==> config.mk <==
export PLATFORM = sky130hd
export DESIGN_NAME = log2_pwl_conv
export DESIGN_NICKNAME = d
export VERILOG_FILES = /design/src/rtl/log2pwl_pkg.sv /design/src/rtl/l2c_normalize.sv /design/src/rtl/l2c_segment.sv /design/src/rtl/l2c_corr_rom.sv /design/src/rtl/log2_pwl_conv.sv
export SDC_FILE = /design/constraint.sdc
export NUM_CORES = 1
export LEC_CHECK = 0
export ABC_CLOCK_PERIOD_IN_PS = 9150
export BUFFER_PORTS_ARGS = -buffer_cell sky130_fd_sc_hd__buf_4
export CELL_PAD_IN_SITES_DETAIL_PLACEMENT = 0
export CELL_PAD_IN_SITES_GLOBAL_PLACEMENT = 1
export CORE_AREA = 2 2 120 122
export CTS_CLUSTER_DIAMETER = 80
export CTS_CLUSTER_SIZE = 30
export DETAILED_ROUTE_END_ITERATION = 10
export DIE_AREA = 0 0 122 124
export PLACE_DENSITY = 0.88
export REMOVE_ABC_BUFFERS = 1
export SETUP_SLACK_MARGIN = 0.5
export SLEW_MARGIN = 20
export SYNTH_ARGS = -nofsm -noshare
export SYNTH_HDL_FRONTEND = slang
export SYNTH_HIERARCHICAL = 1
export SYNTH_SLANG_ARGS = --single-unit
==> constraint.sdc <==
create_clock -name clk -period 9.15 [get_ports clk]
set_input_delay 0 -clock clk [delete_from_list [all_inputs] [get_ports clk]]
set_output_delay 0 -clock clk [all_outputs]
set_load 0.02 [all_outputs]
==> src/rtl/log2pwl_pkg.sv <==
package log2pwl_pkg;

    // Fixed-point precision used when building the correction table
    localparam int TBL_Q = 22;
    // Internal precision of the squaring log routine
    localparam int SQ_Q = 28;

    typedef enum logic [1:0] {
        SEG_LOW   = 2'd0,
        SEG_MIDLO = 2'd1,
        SEG_MIDHI = 2'd2,
        SEG_HIGH  = 2'd3
    } seg_e;

    // Offset of each linear piece on a grid with frac_w fraction bits
    function automatic longint seg_offset(int seg, int frac_w);
        case (seg)
            0:       return longint'(1) <<< (frac_w - 7);
            1:       return longint'(1) <<< (frac_w - 4);
            2:       return longint'(77) <<< (frac_w - 9);
            default: return longint'(1) <<< (frac_w - 2);
        endcase
    endfunction

    // Linear piece evaluated at x = j / 2^idx_w, result in Q.TBL_Q
    function automatic longint lin_q(longint j, int seg, int idx_w);
        longint x;
        x = j <<< (TBL_Q - idx_w);
        case (seg)
            0:       return x + (x >>> 2) + seg_offset(0, TBL_Q);
            1:       return x + (x >>> 4) + seg_offset(1, TBL_Q);
            2:       return x - (x >>> 3) + seg_offset(2, TBL_Q);
            default: return (x >>> 1) + (x >>> 2) + seg_offset(3, TBL_Q);
        endcase
    endfunction

    // log2(1 + j / 2^idx_w) in Q.TBL_Q by repeated squaring
    function automatic longint log1p_q(longint j, int idx_w);
        longint unsigned y;
        longint r;
        y = longint'((longint'(1) <<< idx_w) + j) << (SQ_Q - idx_w);
        r = 0;
        for (int b = TBL_Q - 1; b >= 0; b--) begin
            y = (y * y) >> SQ_Q;
            if (y >= (longint'(2) << SQ_Q)) begin
                r = r | (longint'(1) <<< b);
                y = y >> 1;
            end
        end
        return r;
    endfunction

    // Correction for interval i: mean of the endpoint errors, rounded to 2^-lsb_exp
    function automatic int corr_entry(int i, int idx_w, int lsb_exp, int corr_w);
        int     seg;
        int     sh;
        longint e2;
        longint v;
        longint hi;
        longint lo;
        seg = i >> (idx_w - 2);
        e2  = log1p_q(longint'(i), idx_w) + log1p_q(longint'(i + 1), idx_w)
            - lin_q(longint'(i), seg, idx_w) - lin_q(longint'(i + 1), seg, idx_w);
        sh  = TBL_Q - lsb_exp + 1;
        v   = (e2 + (longint'(1) <<< (sh - 1))) >>> sh;
        hi  = (longint'(1) <<< (corr_w - 1)) - 1;
        lo  = -hi - 1;
        if (v > hi) v = hi;
        if (v < lo) v = lo;
        return int'(v);
    endfunction

endpackage

==> src/rtl/l2c_normalize.sv <==
module l2c_normalize #(
    parameter int IN_W   = 16,
    parameter int FRAC_W = 13,
    localparam int K_W   = $clog2(IN_W)
) (
    input  logic [IN_W-1:0]   n,
    output logic [K_W-1:0]    k,
    output logic [FRAC_W-1:0] x,
    output logic              is_zero
);
    // Leading-one position: the highest set bit wins
    always_comb begin
        k = '0;
        for (int i = 0; i < IN_W; i++) begin
            if (n[i]) k = i[K_W-1:0];
        end
    end

    assign is_zero = (n == '0);

    // Bits below the leading one, left-justified; missing bits become zero
    always_comb begin
        for (int b = 0; b < FRAC_W; b++) begin
            int src;
            src = int'(k) - 1 - b;
            x[FRAC_W-1-b] = (src >= 0) ? n[src[K_W-1:0]] : 1'b0;
        end
    end

    // the reported position holds a one and nothing above it is set
    always_comb begin
        if (!is_zero) begin
            assert_lead_one_R1: assert (n[k] == 1'b1 && (n >> k) == IN_W'(1));
        end
    end

    // a power-of-two operand leaves an empty fraction
    always_comb begin
        if (!is_zero && ((n & (n - IN_W'(1))) == '0)) begin
            assert_pow2_frac_R2: assert (x == '0);
        end
    end

endmodule

==> src/rtl/l2c_segment.sv <==
module l2c_segment
    import log2pwl_pkg::*;
#(
    parameter int FRAC_W = 13
) (
    input  logic [FRAC_W-1:0] x,
    output logic [FRAC_W:0]   lin
);
    localparam logic [FRAC_W:0] OFF_LOW   = (FRAC_W+1)'(seg_offset(0, FRAC_W));
    localparam logic [FRAC_W:0] OFF_MIDLO = (FRAC_W+1)'(seg_offset(1, FRAC_W));
    localparam logic [FRAC_W:0] OFF_MIDHI = (FRAC_W+1)'(seg_offset(2, FRAC_W));
    localparam logic [FRAC_W:0] OFF_HIGH  = (FRAC_W+1)'(seg_offset(3, FRAC_W));

    seg_e            seg;
    logic [FRAC_W:0] xe;

    assign seg = seg_e'(x[FRAC_W-1 -: 2]);
    assign xe  = {1'b0, x};

    // Slopes from right shifts and one add or subtract per piece
    always_comb begin
        unique case (seg)
            SEG_LOW:   lin = xe + (xe >> 2) + OFF_LOW;
            SEG_MIDLO: lin = xe + (xe >> 4) + OFF_MIDLO;
            SEG_MIDHI: lin = xe - (xe >> 3) + OFF_MIDHI;
            default:   lin = (xe >> 1) + (xe >> 2) + OFF_HIGH;
        endcase
    end

    // the linear estimate stays below 1.0 on every piece
    always_comb begin
        assert_lin_range_R5: assert (lin < ((FRAC_W+1)'(1) << FRAC_W));
    end

endmodule

==> src/rtl/l2c_corr_rom.sv <==
module l2c_corr_rom
    import log2pwl_pkg::*;
#(
    parameter int IDX_W   = 7,
    parameter int CORR_W  = 5,
    parameter int LSB_EXP = 10,
    localparam int ENTRIES = 1 << IDX_W
) (
    input  logic [IDX_W-1:0]         idx,
    output logic signed [CORR_W-1:0] corr
);
    logic signed [CORR_W-1:0] tbl [ENTRIES];

    // Each entry is derived from the ideal curve at elaboration
    for (genvar i = 0; i < ENTRIES; i++) begin : g_ent
        localparam int VAL = corr_entry(i, IDX_W, LSB_EXP, CORR_W);
        assign tbl[i] = CORR_W'(VAL);
    end

    assign corr = tbl[idx];

endmodule

==> src/rtl/log2_pwl_conv.sv <==
module log2_pwl_conv #(
    parameter int IN_W    = 16,
    parameter int FRAC_W  = 13,
    parameter int IDX_W   = 7,
    parameter int CORR_W  = 5,
    parameter int LSB_EXP = 10,
    parameter bit REG_OUT = 1'b1,
    localparam int K_W    = $clog2(IN_W)
) (
    input  logic              clk,
    input  logic              rst,
    input  logic              valid_in,
    input  logic [IN_W-1:0]   n_in,
    output logic              valid_out,
    output logic [K_W-1:0]    k_out,
    output logic [FRAC_W-1:0] f_out,
    output logic              zero_out
);
    localparam int SUM_W      = FRAC_W + 2;
    localparam int CORR_SHIFT = FRAC_W - LSB_EXP;
    localparam logic signed [SUM_W-1:0] F_MAX = SUM_W'((1 << FRAC_W) - 1);

    logic [K_W-1:0]           k_c;
    logic [FRAC_W-1:0]        x_c;
    logic                     zero_c;
    logic [FRAC_W:0]          lin_c;
    logic signed [CORR_W-1:0] corr_c;
    logic signed [SUM_W-1:0]  sum_c;
    logic [FRAC_W-1:0]        f_c;
    logic [K_W-1:0]           k_res;
    logic [FRAC_W-1:0]        f_res;

    l2c_normalize #(.IN_W(IN_W), .FRAC_W(FRAC_W)) u_norm (
        .n(n_in), .k(k_c), .x(x_c), .is_zero(zero_c)
    );

    l2c_segment #(.FRAC_W(FRAC_W)) u_seg (
        .x(x_c), .lin(lin_c)
    );

    l2c_corr_rom #(.IDX_W(IDX_W), .CORR_W(CORR_W), .LSB_EXP(LSB_EXP)) u_rom (
        .idx(x_c[FRAC_W-1 -: IDX_W]), .corr(corr_c)
    );

    // Linear estimate plus scaled correction, clamped to the fraction range
    always_comb begin
        sum_c = $signed({1'b0, lin_c})
              + ($signed({{(SUM_W-CORR_W){corr_c[CORR_W-1]}}, corr_c}) <<< CORR_SHIFT);
        if (sum_c < 0)          f_c = '0;
        else if (sum_c > F_MAX) f_c = '1;
        else                    f_c = sum_c[FRAC_W-1:0];
    end

    // Zero operand and exact powers of two bypass the approximation
    always_comb begin
        k_res = k_c;
        f_res = f_c;
        if (zero_c) begin
            k_res = '0;
            f_res = '0;
        end else if (x_c == '0) begin
            f_res = '0;
        end
    end

    if (REG_OUT) begin : g_reg
        always_ff @(posedge clk) begin
            if (rst) begin
                valid_out <= 1'b0;
                k_out     <= '0;
                f_out     <= '0;
                zero_out  <= 1'b0;
            end else begin
                valid_out <= valid_in;
                if (valid_in) begin
                    k_out    <= k_res;
                    f_out    <= f_res;
                    zero_out <= zero_c;
                end
            end
        end

        assert_valid_lat_R6: assert property (@(posedge clk) disable iff (rst)
            $past(!rst) |-> (valid_out == $past(valid_in)));

        assert_hold_R7: assert property (@(posedge clk) disable iff (rst)
            ($past(!rst) && !$past(valid_in)) |->
                ($stable(k_out) && $stable(f_out) && $stable(zero_out)));

        assert_zero_clean_R3: assert property (@(posedge clk) disable iff (rst)
            zero_out |-> (k_out == '0 && f_out == '0));
    end else begin : g_comb
        assign valid_out = valid_in;
        assign k_out     = k_res;
        assign f_out     = f_res;
        assign zero_out  = zero_c;
    end

endmodule

* Word level (Yosys, flattened, before mapping)
Memories as Yosys holds them, arrays and structs flattened.
Index checks and enable logic that the tools add are counted.
** Operators by class
- Add/subtract/negate cells :: 22
- $lt $le $gt $ge :: 29
- Eq/ne operators :: 2
- Mux-type cells :: 62
- Bitwise operators :: 1
- Reductions and logical operators :: 3
** Operators with widths (count)
- 32-bit by 1-bit >= comparator with 1-bit output (second input constant) :: 13
- 32-bit by 5-bit subtractor with 32-bit output (second input constant) :: 5
- 32-bit by 4-bit subtractor with 32-bit output (second input constant) :: 4
- 4-bit by 5-bit less-than comparator with 1-bit output (second input constant) :: 13
- 32-bit by 3-bit subtractor with 32-bit output (second input constant) :: 2
- 1-bit binary-select mux with 4-bit select :: 13
- 13-bit 2-to-1 mux :: 4
- 14-bit one-hot mux with 3 select lines :: 1
- 4-bit 2-to-1 mux :: 9
- 32-bit by 2-bit subtractor with 32-bit output (second input constant) :: 1
- 1-bit 2-to-1 mux :: 27
- 16-bit zero test :: 1
- 15-bit by 8-bit adder with 15-bit output :: 1
- 15-bit by 14-bit > comparator with 1-bit output (second input constant) :: 1
- 15-bit by 1-bit less-than comparator with 1-bit output (second input constant) :: 1
- 13-bit by 11-bit adder with 14-bit output :: 1
- 13-bit by 12-bit adder with 14-bit output (second input constant) :: 1
- 13-bit by 9-bit adder with 14-bit output :: 1
- 14-bit by 10-bit adder with 14-bit output (second input constant) :: 1
- 14-bit by 11-bit adder with 14-bit output (second input constant) :: 1
- 14-bit by 7-bit adder with 14-bit output (second input constant) :: 1
- 13-bit by 10-bit subtractor with 14-bit output :: 1
- 12-bit by 11-bit adder with 13-bit output :: 1
- 13-bit zero test :: 1
- other kinds (9) :: 14
** Word-level totals
- Bits in registers :: 19
- ROM bits :: 640
- Logic and storage cells :: 124
- Memories kept :: 1
** Memories
- (name not given) :: words 128, bits a word 5, read ports 1, clocked after Yosys merged registers in 0, wr ports 0, line l2c_corr_rom.sv:20 : assign corr = tbl[idx];

* Depth between registers and ports, before layout
Gate-level depths: netlist of run 1.
- Depth in word-level cells :: 30
- Depth in mapped cells :: 36

* Modules after synthesis
The synthesis of run 1 kept the hierarchy.
** By module, submodules not included
- l2c_segment :: times used 1, cells each 388, area each 2869.0 sq um
- l2c_normalize :: times used 1, cells each 241, area each 1671.6 sq um
- log2_pwl_conv :: times used 1, cells each 157, area each 1322.5 sq um
- l2c_corr_rom :: times used 1, cells each 88, area each 623.1 sq um

* Worst setup path before layout of run 1
No wires, ideal clock.
- Path type :: input -> register
- Start point :: in n_in[11]
- End point :: reg f_out[4]
- Setup time :: 0.086 ns
- Arrival :: 7.554 ns
- Data required time :: 9.064 ns
- Path slack :: 1.509 ns
- Cell stages on the path :: 31
- Path through :: buf_6 > or3b_4 > a311oi_4 > a21oi_4 > inv_2 > buf_6 > ha_1 > clkbuf_1 > nor2_1 > nor2_1 > ha_1 > buf_4 > a211o_1 > a211o_1 > a31oi_1 > inv_1 > ha_1 > ha_1 > nor2b_1 > o2111a_1 > or2_1 > o21ai_1 > mux2i_1 > o41a_1 > ha_1 > a21oi_1 > o21ai_0 > or2_2 > o221ai_2 > nand3_1 > a221oi_2
** On the way
- Elaborated cells between the ends (all ways) :: 95
- Classes of those cells :: add/sub: 22; order compare: 15; eq/ne: 2; mux: 51; bitwise: 1; reduce/logical: 3; memory: 1
** RTL lines
- from (decl) :: line log2_pwl_conv.sv:13 : input logic [IN_W-1:0] n_in,
- 4-bit 2-to-1 mux * (5 in a row) :: line l2c_normalize.sv:15 : if (n[i]) k = i[K_W-1:0];
- named net k_c[0] :: line log2_pwl_conv.sv:23 : logic [K_W-1:0] k_c;
- 4-bit by 1-bit subtractor with 5-bit output * :: line l2c_normalize.sv:25 : src = int'(k) - 1 - b;
- 32-bit by 4-bit subtractor with 32-bit output * :: line l2c_normalize.sv:25
- branches (longest 2 deep; another with 32-bit by 1-bit >= comparator with 1-bit output)
- 1-bit 2-to-1 mux * :: line l2c_normalize.sv:26 : x[FRAC_W-1-b] = (src >= 0) ? n[src[K_W-1:0]] : 1'b0;
- named net x_c[6] :: line log2_pwl_conv.sv:24 : logic [FRAC_W-1:0] x_c;
- 13-bit by 10-bit subtractor with 14-bit output (tied with other cells) :: line l2c_segment.sv:25 : SEG_MIDHI: lin = xe - (xe >> 3) + OFF_MIDHI;
- 14-bit by 11-bit adder with 14-bit output (tied with other cells) :: line l2c_segment.sv:25
- 14-bit one-hot mux with 3 select lines * :: line l2c_segment.sv:22 : unique case (seg)
- named net lin_c[11] :: line log2_pwl_conv.sv:26 : logic [FRAC_W:0] lin_c;
- 15-bit by 8-bit adder with 15-bit output * :: line log2_pwl_conv.sv:48 : + ($signed({{(SUM_W-CORR_W){corr_c[CORR_W-1]}}, corr_c}) <<< CORR_SHIFT);
- 15-bit by 14-bit > comparator with 1-bit output :: line log2_pwl_conv.sv:50 : else if (sum_c > F_MAX) f_c = '1;
- 13-bit 2-to-1 mux :: line log2_pwl_conv.sv:50
- 13-bit 2-to-1 mux * :: line log2_pwl_conv.sv:49 : if (sum_c < 0) f_c = '0;
- 13-bit 2-to-1 mux * :: line log2_pwl_conv.sv:61 : end else if (x_c == '0) begin
- 13-bit 2-to-1 mux * :: line log2_pwl_conv.sv:58 : if (zero_c) begin
- to (signal assigned) :: line log2_pwl_conv.sv:77 : f_out <= f_res;
- to (decl) :: line log2_pwl_conv.sv:16 : output logic [FRAC_W-1:0] f_out,
Mark *: on every way through the listed nets, which the timed path passes. The select of a mux whose other input is x is not followed.
A chain may end at the register's enable or synchronous reset.

* Worst setup path after layout of run 1
- Start point :: in n_in[9]
- End point :: reg f_out[5]
** On the way
- Elaborated cells between the ends (all ways) :: 97
- Classes of those cells :: add/sub: 22; order compare: 15; eq/ne: 2; mux: 53; bitwise: 1; reduce/logical: 3; memory: 1
** RTL lines (line)
- 4-bit 2-to-1 mux * (7 in a row) :: l2c_normalize.sv:15
- named net k_c[0] :: log2_pwl_conv.sv:23
- 4-bit by 1-bit subtractor with 5-bit output * :: l2c_normalize.sv:25
- 32-bit by 2-bit subtractor with 32-bit output * :: l2c_normalize.sv:25
- branches (longest 2 deep; another with 32-bit by 1-bit >= comparator with 1-bit output)
- 1-bit 2-to-1 mux * :: l2c_normalize.sv:26
- named net x_c[11] :: log2_pwl_conv.sv:24
- 13-bit by 10-bit subtractor with 14-bit output (tied with other cells) :: l2c_segment.sv:25
- 14-bit by 11-bit adder with 14-bit output (tied with other cells) :: l2c_segment.sv:25
- 14-bit one-hot mux with 3 select lines * :: l2c_segment.sv:22
- named net lin_c[11] :: log2_pwl_conv.sv:26
- 15-bit by 8-bit adder with 15-bit output * :: log2_pwl_conv.sv:48
- 15-bit by 14-bit > comparator with 1-bit output :: log2_pwl_conv.sv:50
- 13-bit 2-to-1 mux :: log2_pwl_conv.sv:50
- 13-bit 2-to-1 mux * :: log2_pwl_conv.sv:49
- 13-bit 2-to-1 mux * :: log2_pwl_conv.sv:61
- 13-bit 2-to-1 mux * :: log2_pwl_conv.sv:58
Marks and branches as above.

==> results.ini, run 1 <==
[clock_tree]
cts_tree=built
postCtsSetupBuffers=0
clk-insertion-delay-late_ns=0.25
cts_root_buffer=clkbuf_16
cts.sinks=19
cts_made_buffers=3
clk_pin_slew_ns=0.05
cts_max_level=1
cts.path.max_buffers=2

[synthesis]
yosysWarnings=6
synth_area_mm2=0.00649
yosysTopAreaCellShare=0.187
yosys-top-cells-count=97 x ha_1, 68 x nor2_1, 66 x nand2_1, 64 x inv_1, 55 x a21oi_1
synthDistinctLibCells=105
ys_top_cells_by_area=ha_1 19%, dfxtp_1 5.9%, a21oi_1 4.2%
synth_largest_area_cell=ha_1
async_flop_share=0
synth-main-ff-cell=dfxtp_1
ys_seq_area_frac=0.0586
yosysMostFrequentCell=ha_1
avgSynthCellArea_um2=7.42
ys_ff_latch=19
synth_edf_count=0
synth_cells=874

[timing]
fin_crit_sh=0.872
worst_slew_pin_slew_ns=0.976
finalHoldViolCount=0
rsz0062_at_grt=no
fmax_mhz=125
setup_viol=0
fin_skew_ns=0
maxSlewHeadroom=0.347
drv_slew=0
min_period_ns=7.97
setup_tns_ns=0

[route]
postRouteAntennaNets=0
drcViolationCount=0
viasPerCell=6.24
routed_wl_um=18600
avgRoutedWirePerCell_um=17.4
vias=6670
drt_pass1_iterations=5
first_iter_violations=461

[floorplan]
initial_utilization=0.473
die_h_um=124
io_pins=38
fp.dieW_um=122
row_count=43
dieArea_mm2=0.0151
core_mm2=0.0137

[pwr]
ir_worst_vdd_v=0.000258
p_leak_nw=3.04
power_density_mw_per_mm2=317

[grt]
grt_usage=0.245
antenna_found_initial=0
grtUsageMet1=0.347
use_met2=0.414
grt_start_max_net_pins=32
grt_pass1_vias=6158
busiest_layer=met2
use_met3=0.0128
overflow=0
grt_pass1_wl_um=30700

[final_layout]
diodes=0
n_fill_cell=1411
area_delta_synth_final_pct=7.48
drive_above_1_share=0.115
fin_util=0.508
layout.nets=1011

[worst_setup_path]
critPathMaxFanout=22
cpPeakStageDelay_ns=0.56
end_kind=flop
cp-start-kind=input port
crit_required_ns=9.31
cp_common_cell=ha_1
crit_slowest_cell=a311oi_4
cp.arrival_ns=8.14
timing_worst_setup_path_type=in -> reg

[place]
io_buffers=37
gp_congestion=0.966
hpwl_um=14600

[hold_path]
holdCritPathClass=in -> reg

[run]
drv_cap=0

[run_status]
status=complete, no violations

[layer usage]
layer / share of wire / vias up / wire length [um]
li1: - / 3323 / -
met1: 0.47 / 3094 / 8780
met2: 0.45 / 227 / 8440
met3: 0.054 / 26 / 1000
met4: 0.019 / 0 / 346
met5: 0 / - / 0
[path summary, 6_finish.rpt]
kind | end | depth (start not counted) | slack, ns | startpoint
worst max-delay path | f_out[5]$_SDFFE_PP0P_ | 30 | 1.18 | n_in[9]
worst min-delay path | zero_out$_SDFFE_PP0P_ | 3 | 0.03 | valid_in
worst max register to register | f_out[4]$_SDFFE_PP0P_ | 3 | 8.27 | f_out[4]$_SDFFE_PP0P_
worst min register to register | f_out[2]$_SDFFE_PP0P_ | 2 | 0.47 | f_out[2]$_SDFFE_PP0P_
[cell usage in the layout, fill, tap and decap left out, types with 14 or more instances in the layout]
cell type	count
nor2_1	68
a211oi_1	22
nor3_1	30
ha_1	97
dfxtp_1	19
buf_4	49
o21ai_0	49
nand2_1	66
nor2b_1	14
a21o_1	17
inv_1	64
nand2b_1	19
xnor2_1	29
a21oi_1	54
mux2i_1	23
nand3_1	18
[sequential cells by signal (all words and copies together), names as in the netlist]
| name | cells |
|---|---|
| zero_out | 1 |
| f_out | 13 |
| k_out | 4 |
| valid_out | 1 |
[area by class of cell]
type | count | area, um2 | share of cell area
Multi-Input combinational cell | 747 | 5650 | 0.810
Timing Repair Buffer | 49 | 368 | 0.0528
Tap cell | 180 | 225 | 0.0323
Inverter | 70 | 270 | 0.0388
Clock inverter | 1 | 5.00 | 0.000718
Clock buffer | 3 | 75.1 | 0.0108
Sequential cell | 19 | 380 | 0.0546
[through the flow]
stage	total power [W]	hold slack, ns	cell area, um2	setup slack (ns)	instances
final	0.00221	0.0269	6970	1.18	1069
after global routing	0.00243	0.0554	6970	0.521	1069
after CTS	0.00218	0.0289	6960	1.12	1069
after detailed placement	0.00207	0.281	6880	0.853	1065
after global placement	0.00208	0.281	6880	0.890	1065
after floorplan	0.00163	0.0662	6270	1.13	836
[report_power, final]
group	leakage [nW]	internal, W	switching (W)	total (W)
registers	0.156	0.000103	0.0000107	0.000113
logic	2.84	0.000828	0.00118	0.00201
clock network	0.0409	0.0000585	0.0000306	0.0000891
total	3.04	0.000989	0.00122	0.00221
[worst max-delay path, delay by kind of cell]
family	cells	cell delay, ns
muxes	1	0.13
AOI/OAI and AO/OA	13	3.39
and+or+nand+nor	6	1.51
buffers and inverters	5	1.26
adders and majority gates	5	1.80
[cell families (layout without fill, tap and decap cells)]
logic type / after synthesis / in the layout / synth area share
flops: 19 / 19 / 0.0586
compound gates: 309 / 309 / 0.351
fa+ha+maj: 102 / 102 / 0.203
xor+xnor: 38 / 38 / 0.0556
buf+inv: 108 / 123 / 0.0756
mux: 28 / 28 / 0.0465
simple gates: 270 / 270 / 0.210
[timing repair]
action | in CTS | in global routing
gates resized for setup | 0 | 2
hold buffers | 0 | 0
setup endpoints to repair | 0 | 13
Note: power is estimated with default switching activity, not from simulation.
==> run 2: changes to the inputs <==
--- a/config.mk
+++ b/config.mk
@@ -6,15 +6,15 @@
 export NUM_CORES = 1
 export LEC_CHECK = 0
 export ABC_CLOCK_PERIOD_IN_PS = 9150
-export BUFFER_PORTS_ARGS = -buffer_cell sky130_fd_sc_hd__buf_4
 export CELL_PAD_IN_SITES_DETAIL_PLACEMENT = 0
 export CELL_PAD_IN_SITES_GLOBAL_PLACEMENT = 1
-export CORE_AREA = 2 2 120 122
+export CORE_AREA = 2 2 151 94
 export CTS_CLUSTER_DIAMETER = 80
 export CTS_CLUSTER_SIZE = 30
 export DETAILED_ROUTE_END_ITERATION = 10
-export DIE_AREA = 0 0 122 124
-export PLACE_DENSITY = 0.88
+export DIE_AREA = 0 0 153 96
+export DONT_BUFFER_PORTS = 1
+export PLACE_DENSITY = 0.87
 export REMOVE_ABC_BUFFERS = 1
 export SETUP_SLACK_MARGIN = 0.5
 export SLEW_MARGIN = 20
==> run 2 against run 1 <==
Effect of this change:
- flip-flop and latch count did not move
- via count grew 1.6%
- power increased by 0.83%
- hold slack gained 0.13 ns
- register-to-register slack got worse by 0.25 ns
- first-iteration DRC count up 75%
- utilization down 0.13 points
- die area shrank 2.9%
==> results.ini, run 2 (synthesized netlist as in run 1, its figures left out) <==
[worst_setup_path]
crit_slowest_cell=a311oi_4
ff2ff_setup_slack_ns=8.02
cp.depth=29
timing_worst_setup_path_type=in -> reg
cp-start-kind=input port
r2r_end=f_out[4]$_SDFFE_PP0P_
end_kind=flop
cp.arrival_ns=8.24
r2r_start=f_out[4]$_SDFFE_PP0P_
cp_common_cell=ha_1
critPathMaxFanout=14
rr_worst_depth=3
crit_buf_inv=3
crit_required_ns=9.31
cpLargestDelayFamily=compound AO/OA/AOI/OAI gates
cpPeakStageDelay_ns=0.55

[clock_tree]
cts.sinks=19
cts_made_buffers=3
clk-insertion-delay-late_ns=0.25
cts_root_buffer=clkbuf_16
cts.path.max_buffers=2
cts_tree=built
cts_max_level=1
clk_pin_slew_ns=0.05
postCtsSetupBuffers=0

[grt]
grt_start_max_net_pins=30
use_met3=0.0482
busiest_layer=met1
overflow=0
grtUsageMet1=0.457
grt_usage=0.272
antenna_found_initial=0
grt_pass1_vias=5993
grt_pass1_wl_um=32500
use_met2=0.356

[run_status]
status=complete, no violations

[floorplan]
fp.dieW_um=153
core_mm2=0.0133
row_count=33
io_pins=38
initial_utilization=0.486
dieArea_mm2=0.0147
die_h_um=96

[final_layout]
area_delta_synth_final_pct=4.22
final_area_mm2=0.00676
final_cells=1036
final_cell_mix=97 x ha_1, 68 x nor2_1, 66 x nand2_1
layout.nets=983
top_register=f_out
largest_register_ffs=13
top_regs=f_out (13), k_out (4)
diodes=0
n_fill_cell=1274
final-seq-area_um2=380
multi_input_area_mm2=0.00565
final_common_cell=ha_1
drive_above_1_share=0.0836

[timing]
fin_skew_ns=0
worst_slew_pin_slew_ns=1.01
rsz0062_at_grt=no
setup_tns_ns=0
maxSlewHeadroom=0.320
min_period_ns=8.08
fin_crit_sh=0.883
fmax_mhz=124
drv_slew=0
finalHoldViolCount=0
setup_viol=0

[hold_path]
whs_endpoint=valid_out$_SDFF_PP0_
min_from=valid_in
holdPathStages=2
holdCritPathClass=in -> reg

[pwr]
p_leak_nw=2.89
ir_worst_vdd_v=0.000420
p_total_w=0.00223
power_density_mw_per_mm2=329

[place]
gp_congestion=1.02
io_buffers=0
hpwl_um=16100
placedInstanceArea_mm2=0.00665
placed_cells=1030

[route]
drcViolationCount=0
avgRoutedWirePerCell_um=19.5
vias=6778
postRouteAntennaNets=0
first_iter_violations=806
viasPerCell=6.54
drt_pass1_iterations=5
routed_wl_um=20200

[run]
drv_cap=0

-- run 2: changes by cell type in the layout (fill, tap and decap cells not counted) --
cell	before	now
dlygate4sd3_1	0	2
buf_4	49	19
-- run 2: through the flow --
stage	util	hold slack (ns)	worst slack [ns]
final	0.507	0.154	1.07
after detailed placement	0.498	0.0732	0.856
after CTS	0.506	0.147	1.11
after global placement	0.498	0.0686	1.01
after floorplan	-	0.0662	1.13
after global routing	0.507	0.178	0.527
-- run 2: layout make-up --
class,instances,area share
Multi-Input combinational cell,747,0.835
Tap cell,175,0.0324
Clock buffer,3,0.0111
Clock inverter,1,0.000740
Timing Repair Buffer,21,0.0241
Sequential cell,19,0.0563
Inverter,70,0.0400
-- run 2: timing repair --
action	4_1_cts	5_1_grt
endpoints found under the hold margin	19	0
endpoints found under the setup margin	0	5
gates resized for setup	0	2
hold buffers	2	0
-- run 2: routing by layer --
layer | part of all wire | vias to the layer above
li1 | - | 3292
met1 | 0.53 | 3147
met2 | 0.35 | 328
met3 | 0.12 | 11
met4 | 0.0047 | 0
met5 | 0 | -
-- run 2: power by group --
part,switching (W),internal [W]
Combinational,0.00118,0.000815
Sequential,0.0000374,0.000103
Clock,0.0000301,0.0000585
-- run 2: worst max path at each step --
stage                   from                    end  slack (ns)
global placement    n_in[13]  f_out[4]$_SDFFE_PP0P_        1.01
floorplan            n_in[9]  f_out[4]$_SDFFE_PP0P_        1.13
detailed placement   n_in[9]  f_out[4]$_SDFFE_PP0P_        0.86
CTS                  n_in[9]  f_out[4]$_SDFFE_PP0P_        1.11
global route         n_in[7]  f_out[4]$_SDFFE_PP0P_        0.53
finish               n_in[9]  f_out[4]$_SDFFE_PP0P_        1.07
==> run 3: changes to the inputs <==
--- a/config.mk
+++ b/config.mk
@@ -5,15 +5,17 @@
 export SDC_FILE = /design/constraint.sdc
 export NUM_CORES = 1
 export LEC_CHECK = 0
+export ABC_AREA = 1
 export ABC_CLOCK_PERIOD_IN_PS = 9150
 export CELL_PAD_IN_SITES_DETAIL_PLACEMENT = 0
 export CELL_PAD_IN_SITES_GLOBAL_PLACEMENT = 1
-export CORE_AREA = 2 2 151 94
+export CORE_AREA = 2 2 160 100
 export CTS_CLUSTER_DIAMETER = 80
 export CTS_CLUSTER_SIZE = 30
 export DETAILED_ROUTE_END_ITERATION = 10
-export DIE_AREA = 0 0 153 96
+export DIE_AREA = 0 0 162 102
 export DONT_BUFFER_PORTS = 1
+export GPL_TIMING_DRIVEN = 0
 export PLACE_DENSITY = 0.87
 export REMOVE_ABC_BUFFERS = 1
 export SETUP_SLACK_MARGIN = 0.5
==> run 3 against run 2 <==
Effect of this change:
- the flow now finishes with violations (negative hold slack)
- non-clock buffer count shrank 16
- routed wire length grew 2.8%
- synthesized area grew 4.5%
- flip-flop and latch count is the same
- synthesized cell count grew 38%
- critical path type unchanged
==> results.ini, run 3 <==
[floorplan]
core_mm2=0.0150
row_count=35
fp.dieW_um=162
die_h_um=102
dieArea_mm2=0.0165
io_pins=38
initial_utilization=0.453

[timing]
finalHoldViolCount=1
drv_slew=0
fmax_mhz=138
min_period_ns=7.23
fin_crit_sh=0.790
maxSlewHeadroom=0.241
rsz0062_at_grt=no
setup_viol=0
fin_skew_ns=0
worst_slew_pin_slew_ns=1.13
timing.hold.ws_ns=-0.0000645
setup_tns_ns=0

[route]
drt_pass1_iterations=5
vias=7568
avgRoutedWirePerCell_um=14.9
drcViolationCount=0
viasPerCell=5.41
postRouteAntennaNets=0
routed_wl_um=20800
first_iter_violations=655

[place]
io_buffers=0
gp_congestion=0.928
placedInstanceArea_mm2=0.00693
hpwl_um=16900

[synthesis]
async_flop_share=0
ys_top_cells_by_area=nand2_1 23%, ha_1 18%, nand3_1 12%
synth_edf_count=0
synth-main-ff-cell=dfxtp_1
synth_cells=1207
yosysWarnings=6
avgSynthCellArea_um2=5.62
ys_seq_area_frac=0.0561
yosys-top-cells-count=411 x nand2_1, 166 x nand3_1, 159 x inv_1, 97 x ha_1, 89 x nor2_1
synth_largest_area_cell=nand2_1
ys_ff_latch=19
yosysMostFrequentCell=nand2_1
synthDistinctLibCells=50
synth_area_mm2=0.00678
yosysTopAreaCellShare=0.228

[worst_setup_path]
timing_worst_setup_path_type=in -> reg
crit_required_ns=9.33
cp_common_cell=nand2_1
cp-start-kind=input port
crit_slowest_cell=inv_1
critPathMaxFanout=27
cpPeakStageDelay_ns=0.79
cp.arrival_ns=7.41
end_kind=flop

[clock_tree]
cts_root_buffer=clkbuf_16
cts_tree=built
cts_max_level=1
postCtsSetupBuffers=0
cts.path.max_buffers=2
cts.sinks=19
cts_made_buffers=3
ctsResizeCount=0
ctsHoldBuffers=2
clk_pin_slew_ns=0.05
clk-insertion-delay-late_ns=0.25

[grt]
grt_pass1_vias=6643
antenna_found_initial=0
grt_start_max_net_pins=28
grt_usage=0.253
overflow=0
grt_pass1_wl_um=34100

[final_layout]
top_register=f_out
layout.nets=1317
n_fill_cell=1675
diodes=0
top_regs=f_out (13), k_out (4)
drive_above_1_share=0.0770
final_common_cell=nand2_1
final_area_mm2=0.00703
area_delta_synth_final_pct=3.73
largest_register_ffs=13
final_cell_mix=411 x nand2_1, 166 x nand3_1, 159 x inv_1

[pwr]
power_density_mw_per_mm2=302
p_leak_nw=3.87
ir_worst_vdd_v=0.000146

[run_status]
status=finished with violations
violations=negative hold slack

[hold_path]
holdCritPathClass=in -> reg

[run]
drv_cap=0

-- run 3: path summary, 6_finish.rpt --
check | end | start | depth (start not counted) | slack, ns
worst max-delay path | f_out[8]$_SDFFE_PP0P_ | n_in[2] | 46 | 1.92
worst min register to register | k_out[1]$_SDFFE_PP0P_ | k_out[1]$_SDFFE_PP0P_ | 2 | 0.57
worst max register to register | f_out[7]$_SDFFE_PP0P_ | f_out[7]$_SDFFE_PP0P_ | 2 | 8.34
worst min-delay path | valid_out$_SDFF_PP0_ | valid_in | 2 | -0.00006
-- run 3: logic make-up after synthesis --
kind of cell    count (synthesis)  share of synthesized area
simple gates                  756                      0.500
buf+inv                       195                      0.121
compound gates                118                      0.106
fa+ha+maj                     102                      0.194
flops                          19                     0.0561
xor+xnor                       17                     0.0231
-- run 3: report_power, final --
part           leakage (nW)  switching (W)  internal, W
logic                  3.68        0.00124     0.000650
clock network        0.0409      0.0000312    0.0000586
registers             0.157      0.0000390     0.000104
total                  3.87        0.00131     0.000813
-- run 3: final cells by class --
cell class / instances / area, um2 / area share
Multi-Input combinational cell: 993 / 5600 / 0.796
Inverter: 174 / 653 / 0.0929
Sequential cell: 19 / 380 / 0.0541
Tap cell: 203 / 254 / 0.0361
Clock buffer: 3 / 75.1 / 0.0107
Timing Repair Buffer: 5 / 65.1 / 0.00925
Clock inverter: 1 / 5.00 / 0.000712
-- run 3: critical path, delay by kind of cell --
kind / cells / cell delay [ns]
fa+ha+maj: 4 / 1.64
buf+inv: 7 / 1.69
simple gates: 33 / 3.64
compound gates: 2 / 0.39
-- run 3: per-stage QoR --
stage               cells  setup WS, ns  power, W  utilization  hold slack [ns]
floorplan            1186          3.00   0.00156            -           0.0624
global placement     1389         0.757   0.00196        0.458           0.0645
detailed placement   1392          1.83   0.00199        0.463           0.0652
CTS                  1398          2.07   0.00209        0.469          0.00827
global route         1398          1.19   0.00238        0.469           0.0638
finish               1398          1.92   0.00212        0.469       -0.0000645
-- run 3: routing by layer --
layer  global-route usage  share of wire  vias to the layer above
li1                     -              -                     3893
met1                0.402           0.53                     3394
met2                0.367           0.37                      274
met3               0.0418          0.099                        7
met4               0.0177         0.0039                        0
met5                    0              0                        -
